### config.mk
export PLATFORM = sky130hd
export DESIGN_NAME = rtc_serial_slave
export DESIGN_NICKNAME = d
export VERILOG_FILES = /design/src/rtl/rtc_ser_pkg.sv /design/src/rtl/rtc_sync.sv /design/src/rtl/rtc_prescaler.sv /design/src/rtl/rtc_regfile.sv /design/src/rtl/rtc_ser_engine.sv /design/src/rtl/rtc_serial_slave.sv
export SDC_FILE = /design/constraint.sdc
export NUM_CORES = 1
export LEC_CHECK = 0
export ABC_AREA = 1
export BUFFER_PORTS_ARGS = -buffer_cell sky130_fd_sc_hd__buf_2
export CAP_MARGIN = 40
export CORE_MARGIN = 2
export CORE_UTILIZATION = 50
export DETAILED_ROUTE_END_ITERATION = 8
export HOLD_SLACK_MARGIN = 0.05
export PLACE_DENSITY = 0.68
export SYNTH_ARGS = -nofsm -noshare
export SYNTH_HDL_FRONTEND = slang
export SYNTH_SLANG_ARGS = --single-unit
### constraint.sdc
create_clock -name clk -period 1.7 [get_ports clk]
set_clock_uncertainty 0.2 [all_clocks]
set_input_delay 0.085 -clock clk [delete_from_list [all_inputs] [get_ports clk]]
set_output_delay 0.085 -clock clk [all_outputs]
set_load 0.01 [all_outputs]
### src/rtl/rtc_ser_pkg.sv
package rtc_ser_pkg;
   // Address space is fixed: neighbours decode these positions.
   localparam int RTC_ADDR_W  = 3;
   localparam int RTC_NUM_SCR = 4;

   localparam logic [RTC_ADDR_W-1:0] A_SECS = 3'd0;
   localparam logic [RTC_ADDR_W-1:0] A_ADJ  = 3'd2;

   typedef enum logic [1:0] {
      ST_IDLE  = 2'd0,
      ST_SHIFT = 2'd1,
      ST_DIR   = 2'd2,
      ST_READ  = 2'd3
   } ser_state_e;
endpackage

### src/rtl/rtc_sync.sv
module rtc_sync #(
   parameter int STAGES = 2,
   parameter int W      = 1
) (
   input  logic         clk,
   input  logic         rst_n,
   input  logic [W-1:0] d,
   output logic [W-1:0] q
);
   generate
      if (STAGES == 0) begin : g_bypass
         assign q = d;
      end else begin : g_chain
         logic [STAGES-1:0][W-1:0] st;
         always_ff @(posedge clk or negedge rst_n) begin
            if (!rst_n) begin
               st <= '0;
            end else begin
               st[0] <= d;
               for (int i = 1; i < STAGES; i++) st[i] <= st[i-1];
            end
         end
         assign q = st[STAGES-1];
      end
   endgenerate
endmodule

### src/rtl/rtc_prescaler.sv
module rtc_prescaler #(
   parameter int PRESCALE = 32768,
   localparam int PRE_W   = $clog2(PRESCALE)
) (
   input  logic             clk,
   input  logic             rst_n,
   input  logic             tick_in,
   input  logic             clear,
   output logic             wrap,
   output logic [PRE_W-1:0] count
);
   localparam logic [PRE_W-1:0] LAST = PRE_W'(PRESCALE - 1);

   assign wrap = tick_in && (count == LAST) && !clear;

   always_ff @(posedge clk or negedge rst_n) begin
      if (!rst_n)       count <= '0;
      else if (clear)   count <= '0;
      else if (wrap)    count <= '0;
      else if (tick_in) count <= count + PRE_W'(1);
   end
endmodule

### src/rtl/rtc_regfile.sv
module rtc_regfile
   import rtc_ser_pkg::*;
#(
   parameter int DATA_W = 32
) (
   input  logic                  clk,
   input  logic                  rst_n,
   input  logic                  wr_en,
   input  logic [RTC_ADDR_W-1:0] wr_addr,
   input  logic [DATA_W-1:0]     wr_data,
   input  logic                  sec_step,
   input  logic [RTC_ADDR_W-1:0] rd_addr,
   output logic [DATA_W-1:0]     rd_data,
   output logic [DATA_W-1:0]     secs_q
);
   logic [DATA_W-1:0] adj_q;
   logic [RTC_NUM_SCR-1:0][DATA_W-1:0] scr_bus;

   always_ff @(posedge clk or negedge rst_n) begin
      if (!rst_n)                          secs_q <= '0;
      else if (wr_en && wr_addr == A_SECS) secs_q <= wr_data;
      else if (sec_step)                   secs_q <= secs_q + DATA_W'(1);
   end

   always_ff @(posedge clk or negedge rst_n) begin
      if (!rst_n)                         adj_q <= '0;
      else if (wr_en && wr_addr == A_ADJ) adj_q <= wr_data;
   end

   generate
      for (genvar g = 0; g < RTC_NUM_SCR; g++) begin : g_scr
         logic [DATA_W-1:0] word_q;
         always_ff @(posedge clk or negedge rst_n) begin
            if (!rst_n) word_q <= '0;
            else if (wr_en && wr_addr == RTC_ADDR_W'(RTC_NUM_SCR + g)) word_q <= wr_data;
         end
         assign scr_bus[g] = word_q;
      end
   endgenerate

   always_comb begin
      if (rd_addr[RTC_ADDR_W-1])  rd_data = scr_bus[rd_addr[1:0]];
      else if (rd_addr == A_SECS) rd_data = secs_q;
      else if (rd_addr == A_ADJ)  rd_data = adj_q;
      else                        rd_data = '0;
   end
endmodule

### src/rtl/rtc_ser_engine.sv
module rtc_ser_engine
   import rtc_ser_pkg::*;
#(
   parameter int DATA_W = 32
) (
   input  logic                  clk,
   input  logic                  rst_n,
   input  logic                  s_clk,
   input  logic                  s_en,
   input  logic                  s_din,
   input  logic [DATA_W-1:0]     rd_data,
   output logic [RTC_ADDR_W-1:0] rd_addr,
   output logic                  wr_en,
   output logic [RTC_ADDR_W-1:0] wr_addr,
   output logic [DATA_W-1:0]     wr_data,
   output logic                  dout,
   output logic                  ready
);
   localparam int FRAME_W = DATA_W + RTC_ADDR_W;
   localparam int CNT_W   = $clog2(FRAME_W + 2);
   localparam logic [CNT_W-1:0] CNT_MAX = '1;

   ser_state_e         state;
   logic               clk_q, en_q;
   logic [FRAME_W-1:0] sr;
   logic [CNT_W-1:0]   cnt;
   logic [DATA_W-1:0]  out_sr;
   logic               rise, en_up, en_dn;

   assign rise    = s_clk & ~clk_q;
   assign en_up   = s_en & ~en_q;
   assign en_dn   = ~s_en & en_q;
   assign rd_addr = sr[RTC_ADDR_W-1:0];
   assign ready   = (state == ST_IDLE);

   always_ff @(posedge clk or negedge rst_n) begin
      if (!rst_n) begin
         state   <= ST_IDLE;
         clk_q   <= 1'b0;
         en_q    <= 1'b0;
         sr      <= '0;
         cnt     <= '0;
         out_sr  <= '0;
         dout    <= 1'b0;
         wr_en   <= 1'b0;
         wr_addr <= '0;
         wr_data <= '0;
      end else begin
         clk_q <= s_clk;
         en_q  <= s_en;
         wr_en <= 1'b0;
         if (en_up) begin
            state <= ST_SHIFT;
            cnt   <= '0;
            dout  <= 1'b0;
         end else begin
            unique case (state)
               ST_IDLE: ;
               ST_SHIFT: begin
                  if (en_dn) begin
                     state <= ST_DIR;
                  end else if (rise) begin
                     sr <= {sr[FRAME_W-2:0], s_din};
                     if (cnt != CNT_MAX) cnt <= cnt + CNT_W'(1);
                  end
               end
               ST_DIR: begin
                  if (rise) begin
                     if (s_din && cnt == CNT_W'(FRAME_W)) begin
                        wr_en   <= 1'b1;
                        wr_addr <= sr[RTC_ADDR_W-1:0];
                        wr_data <= sr[FRAME_W-1:RTC_ADDR_W];
                        state   <= ST_IDLE;
                     end else if (!s_din && cnt == CNT_W'(RTC_ADDR_W)) begin
                        out_sr <= rd_data;
                        cnt    <= '0;
                        state  <= ST_READ;
                     end else begin
                        state <= ST_IDLE;
                     end
                  end
               end
               ST_READ: begin
                  if (rise) begin
                     dout   <= out_sr[DATA_W-1];
                     out_sr <= {out_sr[DATA_W-2:0], 1'b0};
                     cnt    <= cnt + CNT_W'(1);
                     if (cnt == CNT_W'(DATA_W - 1)) state <= ST_IDLE;
                  end
               end
               default: state <= ST_IDLE;
            endcase
         end
      end
   end
endmodule

### src/rtl/rtc_serial_slave.sv
module rtc_serial_slave
   import rtc_ser_pkg::*;
#(
   parameter int DATA_W      = 32,
   parameter int PRESCALE    = 32768,
   parameter int SYNC_STAGES = 2
) (
   input  logic clk,
   input  logic rst_n,
   input  logic ref_tick,
   input  logic ser_clk,
   input  logic ser_en,
   input  logic ser_din,
   output logic ser_dout,
   output logic ready
);
   localparam int PRE_W = $clog2(PRESCALE);

   generate
      if (DATA_W < 8)
         $error("rtc_serial_slave: DATA_W must be at least 8");
      if (PRESCALE < 2)
         $error("rtc_serial_slave: PRESCALE must be at least 2");
      if (SYNC_STAGES < 0 || SYNC_STAGES > 3)
         $error("rtc_serial_slave: SYNC_STAGES must be 0 to 3");
   endgenerate

   logic [2:0]            sync_q;
   logic                  wr_en, sec_load, sec_step;
   logic [RTC_ADDR_W-1:0] wr_addr, rd_addr;
   logic [DATA_W-1:0]     wr_data, rd_data, secs_q;
   logic [PRE_W-1:0]      pre_cnt;

   rtc_sync #(.STAGES(SYNC_STAGES), .W(3)) u_sync (
      .clk(clk), .rst_n(rst_n),
      .d({ser_clk, ser_en, ser_din}), .q(sync_q)
   );

   rtc_ser_engine #(.DATA_W(DATA_W)) u_eng (
      .clk(clk), .rst_n(rst_n),
      .s_clk(sync_q[2]), .s_en(sync_q[1]), .s_din(sync_q[0]),
      .rd_data(rd_data), .rd_addr(rd_addr),
      .wr_en(wr_en), .wr_addr(wr_addr), .wr_data(wr_data),
      .dout(ser_dout), .ready(ready)
   );

   assign sec_load = wr_en && (wr_addr == A_SECS);

   rtc_prescaler #(.PRESCALE(PRESCALE)) u_pre (
      .clk(clk), .rst_n(rst_n), .tick_in(ref_tick), .clear(sec_load),
      .wrap(sec_step), .count(pre_cnt)
   );

   rtc_regfile #(.DATA_W(DATA_W)) u_regs (
      .clk(clk), .rst_n(rst_n),
      .wr_en(wr_en), .wr_addr(wr_addr), .wr_data(wr_data),
      .sec_step(sec_step), .rd_addr(rd_addr), .rd_data(rd_data),
      .secs_q(secs_q)
   );
endmodule

## Word level (Yosys, flattened, before mapping)

Index checks and enable logic that the tools add are counted.

- Register bits after elaboration: 327
- Bits of input ports: 6
- Output and inout bits: 2

- Add/subtract/negate cells: 3
- Magnitude comparators: 1
- Equal/unequal tests: 27
- Multiplexer cells: 39
- Bitwise logic cells: 8
- Reductions and logical operators: 27

Operators by type and width:

| operator | number |
|---|---|
| 32-bit two-way mux | 10 |
| 32-bit binary-select mux with 2-bit select | 1 |
| 32-bit one-hot mux with 2 select lines | 1 |
| 6-bit two-way mux | 8 |
| 15-bit two-way mux | 3 |
| 32-bit by 1-bit adder with 32-bit output, second input constant | 1 |
| 3-bit by 1-bit != test with 1-bit output, second input constant | 7 |
| 6-bit one-hot mux with 3 select lines | 1 |
| 15-bit by 1-bit adder with 15-bit output, second input constant | 1 |
| 15-bit equality test, second input constant | 1 |
| 2-bit two-way mux | 7 |
| 3-bit equality test, second input constant | 4 |
| 1-bit logical AND | 10 |
| 4-bit AND reduction | 2 |
| 8-bit AND reduction | 1 |
| 2-bit nonzero test | 4 |
| 1-bit two-way mux | 7 |
| 6-bit by 1-bit adder with 6-bit output, second input constant | 1 |
| 3-bit by 2-bit equality test with 1-bit output, second input constant | 2 |
| 6-bit by 2-bit equality test with 1-bit output, second input constant | 1 |
| 6-bit by 5-bit equality test with 1-bit output, second input constant | 1 |
| 6-bit equality test, second input constant | 1 |
| 3-bit logical NOT | 2 |
| 2-bit by 1-bit != test with 1-bit output, second input constant | 3 |
| other kinds (16) | 25 |

## Logic depth before layout (Yosys ltp)

Gate-level depths: netlist of the first run.

- Word-level depth: 8
- Depth in mapped cells: 11
- Gate-level depth less buffers: 11

## Hierarchy

A second synthesis of the first run with hierarchy kept.

- Cells, all modules: 2000
- Area total of the unflattened synthesis: 16129.2 sq um

By module, submodules not included:

| module | times used | cells each | area an instance (sq um) |
|---|---|---|---|
| rtc_regfile | 1 | 1245 | 9683.0 |
| rtc_ser_engine | 1 | 615 | 5286.3 |
| rtc_prescaler | 1 | 125 | 964.7 |
| rtc_sync | 1 | 9 | 172.7 |
| rtc_serial_slave | 1 | 6 | 22.5 |

## Worst setup path after synthesis of the first run

No wires, ideal clock.

- Kind: register to register
- From: register u_eng.state[0]
- To: register u_eng.wr_data[25]
- Library setup time: 0.129 ns
- Arrival: 1.478 ns
- Path slack: -0.107 ns
- Cell stages (with the launch flop): 10
- Path through: dfrtp_1 inv_1 ha_1 nand2_2 nor2_1 nand3_2 buf_2 buf_2 nand2_1 o21ai_1

- Word-level cells in the longest chain between the ends: 2

RTL lines:

| element | line | RTL |
|---|---|---|
| start: declaration | rtc_ser_engine.sv:23 | `ser_state_e state;` |
| start signal: assignment | rtc_ser_engine.sv:38 | `state <= ST_IDLE;` |
| start signal: assignment | rtc_ser_engine.sv:53 | `state <= ST_SHIFT;` |
| start signal: assignment | rtc_ser_engine.sv:61 | `state <= ST_DIR;` |
| 2-bit equality test | rtc_ser_engine.sv:57 | `unique case (state)` |
| 4-bit AND reduction (no source line) | -- |  |
| end signal: assignment | rtc_ser_engine.sv:72 | `wr_data <= sr[FRAME_W-1:RTC_ADDR_W];` |
| end: declaration | rtc_ser_engine.sv:15 | `output logic [DATA_W-1:0] wr_data,` |

No other way between the ends.
A chain may end at the register's enable or synchronous reset.

## Final worst setup path of the first run

- From: register u_sync.g_chain.st, in the netlist u_sync.q[1]
- To: register u_eng.out_sr[1]

- Word-level cells in the longest chain between the ends: 3

RTL lines:

| element | line | RTL |
|---|---|---|
| start: declaration | rtc_sync.sv:14 | `logic [STAGES-1:0][W-1:0] st;` |
| 1-bit AND | rtc_ser_engine.sv:31 | `assign en_up = s_en & ~en_q;` |
| 1-bit inverter (no source line) | -- |  |
| 6-bit AND reduction (no source line) | -- |  |
| end signal: assignment | rtc_ser_engine.sv:75 | `out_sr <= rd_data;` |
| end signal: assignment | rtc_ser_engine.sv:86 | `out_sr <= {out_sr[DATA_W-2:0], 1'b0};` |
| end: declaration | rtc_ser_engine.sv:27 | `logic [DATA_W-1:0] out_sr;` |

No other way between the ends.

==> results of run 1 <==
==> layer usage <==
metal  share of wire [%]  vias up  global-route usage, %
li1                    -     7062                      -
met1                  44     7117                   38.8
met2                  46      515                   43.6
met3                 7.0       94                   3.61
met4                 2.9        0                   7.74
met5                   0        -                      0
==> worst max path at each step <==
stage                              start                 to  cells past startpoint
after floorplan           u_eng.state[0]  u_eng.wr_data[25]                      9
after global placement      u_eng.cnt[0]   u_eng.out_sr[21]                      9
after detailed placement    u_eng.cnt[0]   u_eng.out_sr[30]                      9
after CTS                     u_eng.en_q   u_eng.out_sr[17]                     10
after global routing         u_sync.q[1]    u_eng.out_sr[5]                      9
final                        u_sync.q[1]    u_eng.out_sr[1]                      9
==> metrics by stage <==
stage	std cells	hold slack, ps	setup slack [ps]	power [mW]
detailed placement	2622	-220	-142	14.8
global route	2728	165	-179	25.0
CTS	2707	154	-108	23.6
global placement	2622	-217	-82.3	14.8
finish	2728	155	-115	24.0
floorplan	2172	-411	-17.6	12.5
==> layout make-up <==
type	instances	share of cell area [%]
clock buffer	49	5.19
clock inverter	17	1.16
inverter	243	4.51
tap	402	2.46
multi-input combinational	1496	35.8
timing repair buffer	194	10.9
sequential	327	40.0
==> registers in the layout (all words and copies together) (netlist names) <==
| register | flops |
|---|---|
| u_eng.wr_data | 32 |
| u_regs.adj_q | 32 |
| u_eng.sr | 35 |
| u_eng.cnt | 6 |
| u_regs.g_scr.word_q | 128 |
| u_eng.wr_addr | 3 |
| u_eng.en_q | 1 |
| u_eng.dout | 1 |
| u_eng.clk_q | 1 |
| u_sync.g_chain.st | 3 |
| u_eng.out_sr | 32 |
| u_regs.secs_q | 32 |
| u_eng.wr_en | 1 |
| u_eng.state | 2 |
| u_sync.q | 3 |
| u_pre.count | 15 |
==> worst max-delay path, stage by stage, from the launching register on <==
cell and delay, ps:
dfrtp_1 420, ha_4 190, inv_4 70, buf_6 100, nand2_4 50, a21oi_4 210, nand2_4 120, buf_12 180
nor2_1 100, a21oi_1 70
==> timing repair <==
item / CTS / global route
hold buffers: 10 / 0
pin swaps: 12 / 49
setup endpoints to repair: 115 / 176
gates resized for setup: 60 / 187
cloned: 3 / 11
buffers inserted: 6 / 11
hold endpoints to repair: 344 / 0
==> logic make-up (layout without fill, tap and decap cells) <==
kind of cell,Yosys count,after routing,synth area share (%)
buffers and inverters,350,503,8.80
adder cells (fa/ha/maj),9,9,0.695
flip-flops,327,327,50.5
XOR/XNOR,15,15,0.811
AND/OR/NAND/NOR,1110,1111,28.0
AO/OA/AOI/OAI,361,361,11.2
==> report_power, final <==
part           internal, mW  switching [mW]
Combinational          2.50            4.30
Sequential             8.30           0.379
Clock                  5.18            3.31
==> synth_stat cells <==
| cell | count | area, um2 |
|---|---|---|
| o21ai_1 | 29 | 145 |
| a21boi_0 | 1 | 7.51 |
| nor2_1 | 116 | 435 |
| nand3_1 | 158 | 791 |
| nor2_2 | 2 | 12.5 |
| xor2_1 | 6 | 52.6 |
| a21oi_1 | 103 | 515 |
| xnor2_1 | 9 | 78.8 |
| nor3_1 | 6 | 30.0 |
| inv_1 | 236 | 886 |
| a21oi_2 | 1 | 8.76 |
| nor3_4 | 3 | 48.8 |
| inv_2 | 7 | 26.3 |
| nand4_4 | 1 | 21.3 |
| o21ai_0 | 225 | 1130 |
| buf_6 | 6 | 67.6 |
| buf_4 | 5 | 37.5 |
| nand4_1 | 5 | 31.3 |
| nor2_4 | 4 | 45.0 |
| dfrtp_1 | 327 | 8180 |
| ha_1 | 9 | 113 |
| nand3_2 | 3 | 30.0 |
| or2_2 | 1 | 6.26 |
| nand3b_1 | 5 | 37.5 |
| buf_1 | 8 | 30.0 |
| clkbuf_1 | 49 | 184 |
| nand2_1 | 801 | 3010 |
| nor3_2 | 1 | 10.0 |
| buf_2 | 39 | 195 |
| nand2_2 | 4 | 25.0 |
| o21bai_1 | 2 | 15.0 |
==> impl_metrics.json, run 1 <==
{
  "outcome": "finished with violations",
  "violations": "negative setup slack",
  "critPathLaunchType": "flip-flop",
  "vdd_drop_max_mv": 1.33,
  "drive_above_1_share_pct": 18.7,
  "hpwl_mm": 29.2,
  "dpl_cell_area_mm2": 0.0179,
  "hold_start": "u_sync.g_chain.st[1]",
  "grt_pass1_vias": 14000,
  "maxSlewViolCount": 0,
  "slew_headroom_pct": 73.9,
  "reg2reg_from": "u_sync.q[1]",
  "die_area_mm2": 0.0339,
  "clock_latency_ps": 530,
  "leakagePower_nw": 9.92,
  "areaGrowthSynthToFinish_pct": 26.4,
  "antenna_found_initial": 0,
  "clkTransAtPathRegs_ps": 60,
  "cts_buffer_depth": 3,
  "track_usage_pct": 27.2,
  "synth.ff_latch_count": 327,
  "drt-pass1-iter-count": 5,
  "numCtsBuffers": 37,
  "min_path_cells": 0,
  "end_kind": "flip-flop",
  "via_per_inst": 5.42,
  "finalSetupViolations": 67,
  "totalWireLength_mm": 48.1,
  "hold_class": "flip-flop to flip-flop",
  "arrival_ps": 2040,
  "fin_setup_tns_ps": -4120,
  "worst-path-max-fanout": 19,
  "synthesis.area_mm2": 0.0162,
  "fin_crit_sh_pct": 107,
  "min_to": "u_sync.q[1]",
  "cts_root_buf": "clkbuf_16",
  "htreeDepth": 2,
  "ios": 8,
  "grt_pass1_wl_mm": 73.3,
  "diodes": 0,
  "final-seq-area_mm2": 0.00819,
  "maxCapViolCount": 0,
  "synthCells": 2172,
  "dieHeight_um": 184,
  "wire_per_inst_um": 17.6,
  "ff2ff_path_depth": 9,
  "portBuffers": 7,
  "synth_cell_types": 31,
  "crit_type": "flip-flop to flip-flop",
  "drtIter0Drc": 1247,
  "fmax_mhz": 551,
  "core_mm2": 0.0317,
  "setup_ws_ps": -115,
  "fillerInstances": 2687,
  "clock_sinks": 327,
  "drtAntennaViolNets": 0,
  "worst_pin_slew_ps": 391,
  "yosysWarnings": 0,
  "multi_input_area_mm2": 0.00734,
  "finalCriticalPeriod_ps": 1810,
  "syn_area_per_cell_um2": 7.46,
  "hold_violations": 0,
  "cts_tree": "yes",
  "cp.required_ps": 1920,
  "final_cell_area_mm2": 0.0205,
  "start_util_pct": 51.1,
  "synth-seq-area-share_pct": 50.5,
  "rr_endpoint": "u_eng.out_sr[1]",
  "globalRoute.totalOverflow": 0,
  "vias": 14800,
  "fin_util_pct": 64.6,
  "rsz0062_at_grt": "yes",
  "synth_fp_nets": 2187,
  "fin_nets": 2314,
  "grt_max_degree": 65,
  "power_density_mw_per_mm2": 1170,
  "drc_errors": 0,
  "layout_common_cells": "nand2_1 (738), dfrtp_1 (322), inv_1 (229)",
  "die_w_um": 184,
  "final_common_cell": "nand2_1",
  "row_count": 65,
  "r2r_slack_ps": -110,
  "place.gp.congestion": 0.925
}
Power figures use the tool's default switching activity.
==> run 2, diff against run 1 <==
ABC_AREA = unset   (was 1)
clock period = 1.65 ns   (was 1.7 ns; I/O delays follow)
==> run 2 against run 1 <==
Effect of this change: count of clock-buffer cells in the layout rose by 1; the run still ends with negative setup slack left; critical endpoint is now u_regs.secs_q[31]; hold slack got worse by 19 ps; critical path depth fell by 4.
==> impl_metrics.json, run 2 <==
{
  "syn_area_per_cell_um2": 12.7,
  "drt-pass1-iter-count": 5,
  "synthArstFlopShare_pct": 100,
  "synth_top_area_share_pct": 55.0,
  "fin_crit_sh_pct": 144,
  "maxSlewViolCount": 0,
  "largest_reg_flops": 128,
  "synth_cell_types": 54,
  "core_mm2": 0.0295,
  "arrival_ps": 2630,
  "crit_type": "flip-flop to flip-flop",
  "yosysWarnings": 0,
  "drtAntennaViolNets": 0,
  "final_common_cell": "dfrtp_1",
  "fillerInstances": 1842,
  "grt_pass1_wl_mm": 67.4,
  "clkTransAtPathRegs_ps": 60,
  "synthTopCellsByArea": "dfrtp_1 (55%), mux2_2 (17%), mux4_2 (4.8%), mux2i_1 (3.4%), o21ai_0 (3.1%)",
  "hpwl_mm": 22.4,
  "synth_edf_count": 0,
  "final-seq-area_mm2": 0.00819,
  "final_cell_area_mm2": 0.0207,
  "vias": 11000,
  "synth_fp_nets": 1187,
  "die_area_mm2": 0.0312,
  "fin_setup_tns_ps": -87990,
  "finalCriticalPeriod_ps": 2370,
  "htreeDepth": 2,
  "hold_class": "input port to flip-flop",
  "slew_headroom_pct": 70.7,
  "fin_nets": 1421,
  "fmax_mhz": 421,
  "setup_ws_ps": -725,
  "path_cells": "nand3_2 -> or4_4 -> or3_4 -> or4b_1 -> nand3_1",
  "synth-main-ff-cell": "dfrtp_1",
  "cts_root_buf": "clkbuf_16",
  "power_density_mw_per_mm2": 1080,
  "worst-path-max-fanout": 3,
  "slowest_stage": "or4_4",
  "place.gp.congestion": 0.825,
  "antenna_found_initial": 0,
  "fin_util_pct": 70.1,
  "start_util_pct": 50.5,
  "synth_most_common_cell": "dfrtp_1",
  "synthesis.area_mm2": 0.0149,
  "portBuffers": 7,
  "globalRoute.totalOverflow": 0,
  "critPathLaunchType": "flip-flop",
  "synth.ff_latch_count": 327,
  "drc_errors": 0,
  "row_count": 63,
  "numCtsBuffers": 35,
  "synth-seq-area-share_pct": 55.0,
  "crit_family": "simple AND/OR/NAND/NOR gates",
  "diodes": 0,
  "yosys.area.top_type": "dfrtp_1",
  "leakagePower_nw": 9.53,
  "top_regs": "u_regs.g_scr.word_q x128, u_eng.sr x35",
  "track_usage_pct": 28.5,
  "grt_max_degree": 54,
  "synthTopCellsByCount": "dfrtp_1 (327), mux2_2 (231), nand2_1 (113)",
  "ios": 8,
  "maxCapViolCount": 0,
  "hold_slack_ps": 136,
  "synthCells": 1172,
  "grt_pass1_vias": 11300,
  "rsz0062_at_grt": "yes",
  "cpPeakStageDelay_ps": 560,
  "clock_sinks": 327,
  "drive_above_1_share_pct": 49.6,
  "dieHeight_um": 177,
  "dpl_cell_area_mm2": 0.0170,
  "multi_input_area_mm2": 0.00778,
  "cts_buffer_depth": 3,
  "layout_common_cells": "dfrtp_1 (325), mux2_4 (141), buf_4 (133)",
  "drtIter0Drc": 845,
  "regMostFlops": "u_regs.g_scr.word_q",
  "via_per_inst": 6.07,
  "outcome": "finished with violations",
  "hold_violations": 0,
  "violations": "negative setup slack",
  "die_w_um": 177,
  "finalSetupViolations": 317,
  "cp.required_ps": 1900,
  "areaGrowthSynthToFinish_pct": 38.8,
  "totalWireLength_mm": 45.0,
  "cts_tree": "yes",
  "clock_latency_ps": 520,
  "end_kind": "flip-flop",
  "wire_per_inst_um": 24.8,
  "cp_num_buf_inv": 0,
  "vdd_drop_max_mv": 0.691,
  "worst_pin_slew_ps": 439
}
[run 2: changes by cell type after synthesis, moves of 14 or more]
cell and delta:
nor2_1 -77, a21oi_1 -88, o21ai_1 -29, o21ai_0 -133, nand2_1 -688, mux2i_1 +50
buf_2 -32, a22oi_1 +16, xor2_1 +19, nand4_1 +14, mux2_2 +231, inv_1 -230
mux4_2 +32, nand3_1 -134
[run 2: final cells by class]
class                      instances  share of cell area [%]
clock inverter                    10                   0.551
sequential                       327                    39.6
multi-input combinational        769                    37.7
timing repair buffer             267                    14.9
tap                              390                    2.36
clock buffer                      50                    4.75
inverter                           6                   0.133
[run 2: kinds of logic after synthesis]
logic type      synth area share [%]
compound gates                  5.28
xor+xnor                        2.24
fa+ha+maj                      0.757
buf+inv                         2.03
flops                           55.0
mux                             25.7
simple gates                    9.05
[run 2: timing repair]
item / CTS / global route
endpoints found under the hold margin: 334 / 0
pin swaps: 83 / 69
setup endpoints to repair: 318 / 319
resized for setup: 264 / 146
hold buffers: 9 / 0
setup buffers: 51 / 30
gates cloned: 23 / 6
[run 2: worst reg2reg max path, stage by stage (launching register included)]
cell and delay (ps):
dfrtp_1 390, nand3_2 120, or4_4 560, or3_4 420, or4b_1 500, nand3_1 110
[run 2: through the flow]
step,cells,worst slack [ps],power [mW]
final,1819,-725,22.3
after CTS,1809,-593,21.9
after global routing,1819,-752,23.2
after global placement,1669,-636,13.6
after detailed placement,1669,-679,13.7
after floorplan,1172,-736,11.8
[run 2: report_power, final]
part | internal [mW] | switching [mW]
Combinational | 2.77 | 3.06
Clock | 4.46 | 3.21
Sequential | 8.44 | 0.369
Total | 15.7 | 6.64
[run 2: path summary, 6_finish.rpt]
path / from / to / slack, ps / depth (start not counted)
setup / recovery: u_regs.secs_q[5] / u_regs.secs_q[31] / -720 / 5
hold / removal: ref_tick / u_regs.secs_q[6] / 140 / 6
setup reg to reg: u_regs.secs_q[5] / u_regs.secs_q[31] / -720 / 5
hold reg to reg: u_sync.g_chain.st[1] / u_sync.q[1] / 150 / 0
max in group asynchronous: rst_n / u_eng.sr[0] / 180 / 4
min in group asynchronous: rst_n / u_eng.out_sr[8] / 420 / 3
[run 2: metal layers]
| metal | GRT usage, % | wire [um] |
|---|---|---|
| met5 | 0 | 0 |
| met4 | 10.9 | 1880 |
| met3 | 6.89 | 2950 |
| met2 | 44.4 | 21100 |
| met1 | 38.8 | 19100 |
==> run 3, diff against run 2 <==
PLACE_DENSITY = 0.65   (was 0.68)
clock period = 2.8 ns   (was 1.65 ns; I/O delays follow)
==> run 3 against run 2 <==
Effect of this change: the flow now finishes without violations; via count shrank 15%; clock power decreased by 34%; sequential power fell by 40%.
==> impl_metrics.json, run 3 (synthesis gave the netlist of run 2 again) <==
{
  "via_per_inst": 5.80,
  "areaGrowthSynthToFinish_pct": 14.0,
  "cts_buffer_depth": 3,
  "hold_class": "input port to flip-flop",
  "fin_util_pct": 57.6,
  "hold_violations": 0,
  "die_area_mm2": 0.0312,
  "vdd_drop_max_mv": 0.397,
  "fmax_mhz": 381,
  "finalPower_mw": 12.4,
  "finalCriticalPeriod_ps": 2630,
  "worst_pin_slew_ps": 689,
  "crit_family": "simple AND/OR/NAND/NOR gates",
  "slowest_stage": "or4b_2",
  "hpwl_mm": 19.7,
  "layout_common_cells": "dfrtp_1 (325), mux2_2 (231), nand2_1 (113)",
  "drc_errors": 0,
  "diodes": 0,
  "outcome": "finished, final reports clean",
  "drt-pass1-iter-count": 5,
  "top_regs": "u_regs.g_scr.word_q x128, u_eng.sr x35",
  "clock_sinks": 327,
  "end_kind": "flip-flop",
  "ios": 8,
  "hold_buffers": 7,
  "vias": 9329,
  "start_util_pct": 50.5,
  "globalRoute.totalOverflow": 0,
  "fillerInstances": 2421,
  "wire_per_inst_um": 19.7,
  "critPathLaunchType": "flip-flop",
  "fin_crit_sh_pct": 93.8,
  "pre_cts_ws_ps": 216,
  "die_w_um": 177,
  "clock_latency_ps": 510,
  "cts_root_buf": "clkbuf_16",
  "hold_slack_ps": 70.1,
  "worst-path-max-fanout": 8,
  "maxSlewViolCount": 0,
  "regMostFlops": "u_regs.g_scr.word_q",
  "fin_nets": 1207,
  "track_usage_pct": 21.2,
  "crit_type": "flip-flop to flip-flop",
  "row_count": 63,
  "post_cts_buffers": 0,
  "setup_ws_ps": 172,
  "clkTransAtPathRegs_ps": 60,
  "maxCapViolCount": 0,
  "fin_setup_tns_ps": 0,
  "grt_pass1_vias": 9560,
  "finalSetupViolations": 0,
  "antenna_found_initial": 0,
  "totalWireLength_mm": 31.6,
  "grt_pass1_wl_mm": 52.4,
  "multi_input_area_mm2": 0.00645,
  "drtIter0Drc": 589,
  "core_mm2": 0.0295,
  "path_cells": "or4b_2 -> a211oi_1 -> nand4_1 -> xor2_1 -> nor2_1",
  "rsz0062_at_grt": "no",
  "dieHeight_um": 177,
  "place.gp.congestion": 0.822,
  "leakagePower_nw": 7.85,
  "arrival_ps": 2810,
  "cpPeakStageDelay_ps": 780,
  "grt_max_degree": 79,
  "final_common_cell": "dfrtp_1",
  "largest_reg_flops": 128,
  "drtAntennaViolNets": 0,
  "drive_above_1_share_pct": 31.9,
  "slew_headroom_pct": 53.8,
  "numCtsBuffers": 36,
  "portBuffers": 7,
  "cts_tree": "yes",
  "cp.required_ps": 2980,
  "final-seq-area_mm2": 0.00819,
  "power_density_mw_per_mm2": 733,
  "cp_num_buf_inv": 0,
  "cts_repair_resize_count": 0,
  "htreeDepth": 2
}
-- run 3: changes by cell type in the layout (fill, tap and decap cells not counted), sizes merged --
cell         delta
buf           -208
bufinv          +4
clkbuf          -4
clkinv          +1
clkinvlp        -2
dlygate4sd3     -2
-- run 3: path summary, 6_finish.rpt --
| path | from | to | slack, ps | depth (start not counted) |
|---|---|---|---|---|
| max in group asynchronous | rst_n | u_regs.g_scr[3].word_q[9] | 830 | 4 |
| min in group asynchronous | rst_n | u_regs.g_scr[0].word_q[11] | 550 | 3 |
| setup / recovery | u_eng.wr_addr[1] | u_pre.count[12] | 170 | 5 |
| hold / removal | ser_en | u_sync.g_chain.st[1] | 70 | 2 |
| hold reg to reg | u_sync.g_chain.st[1] | u_sync.q[1] | 150 | 0 |
| setup reg to reg | u_eng.wr_addr[1] | u_pre.count[12] | 170 | 5 |
-- run 3: layout make-up --
| type | instances | area share, % |
|---|---|---|
| Inverter | 6 | 0.133 |
| Tap cell | 390 | 2.88 |
| Clock buffer | 51 | 6.24 |
| Timing Repair Buffer | 52 | 3.17 |
| Clock inverter | 13 | 1.32 |
| Sequential cell | 327 | 48.3 |
| Multi-Input combinational cell | 769 | 38.0 |
-- run 3: routing by layer --
| layer | track usage, % | part of all wire, % |
|---|---|---|
| met3 | 2.61 | 3.3 |
| met1 | 31.5 | 49 |
| met4 | 5.65 | 1.6 |
| met2 | 33.2 | 46 |
| met5 | 0 | 0 |
-- run 3: metrics by stage --
step                      cells  cell area, um2
final                      1608           17000
after CTS                  1608           17000
after global placement     1537           15600
after floorplan            1172           14900
after global routing       1608           17000
after detailed placement   1537           15600
-- run 3: worst reg2reg max path, stage by stage (launching register included) --
cell and delay, ps:
dfrtp_1 460, or4b_2 790, a211oi_1 650, nand4_1 190, xor2_1 160, nor2_1 50
-- run 3: report_power, final --
group | switching, mW | internal [mW]
Combinational | 1.17 | 0.924
Clock | 1.87 | 3.19
Sequential | 0.315 | 4.97
Total | 3.36 | 9.09
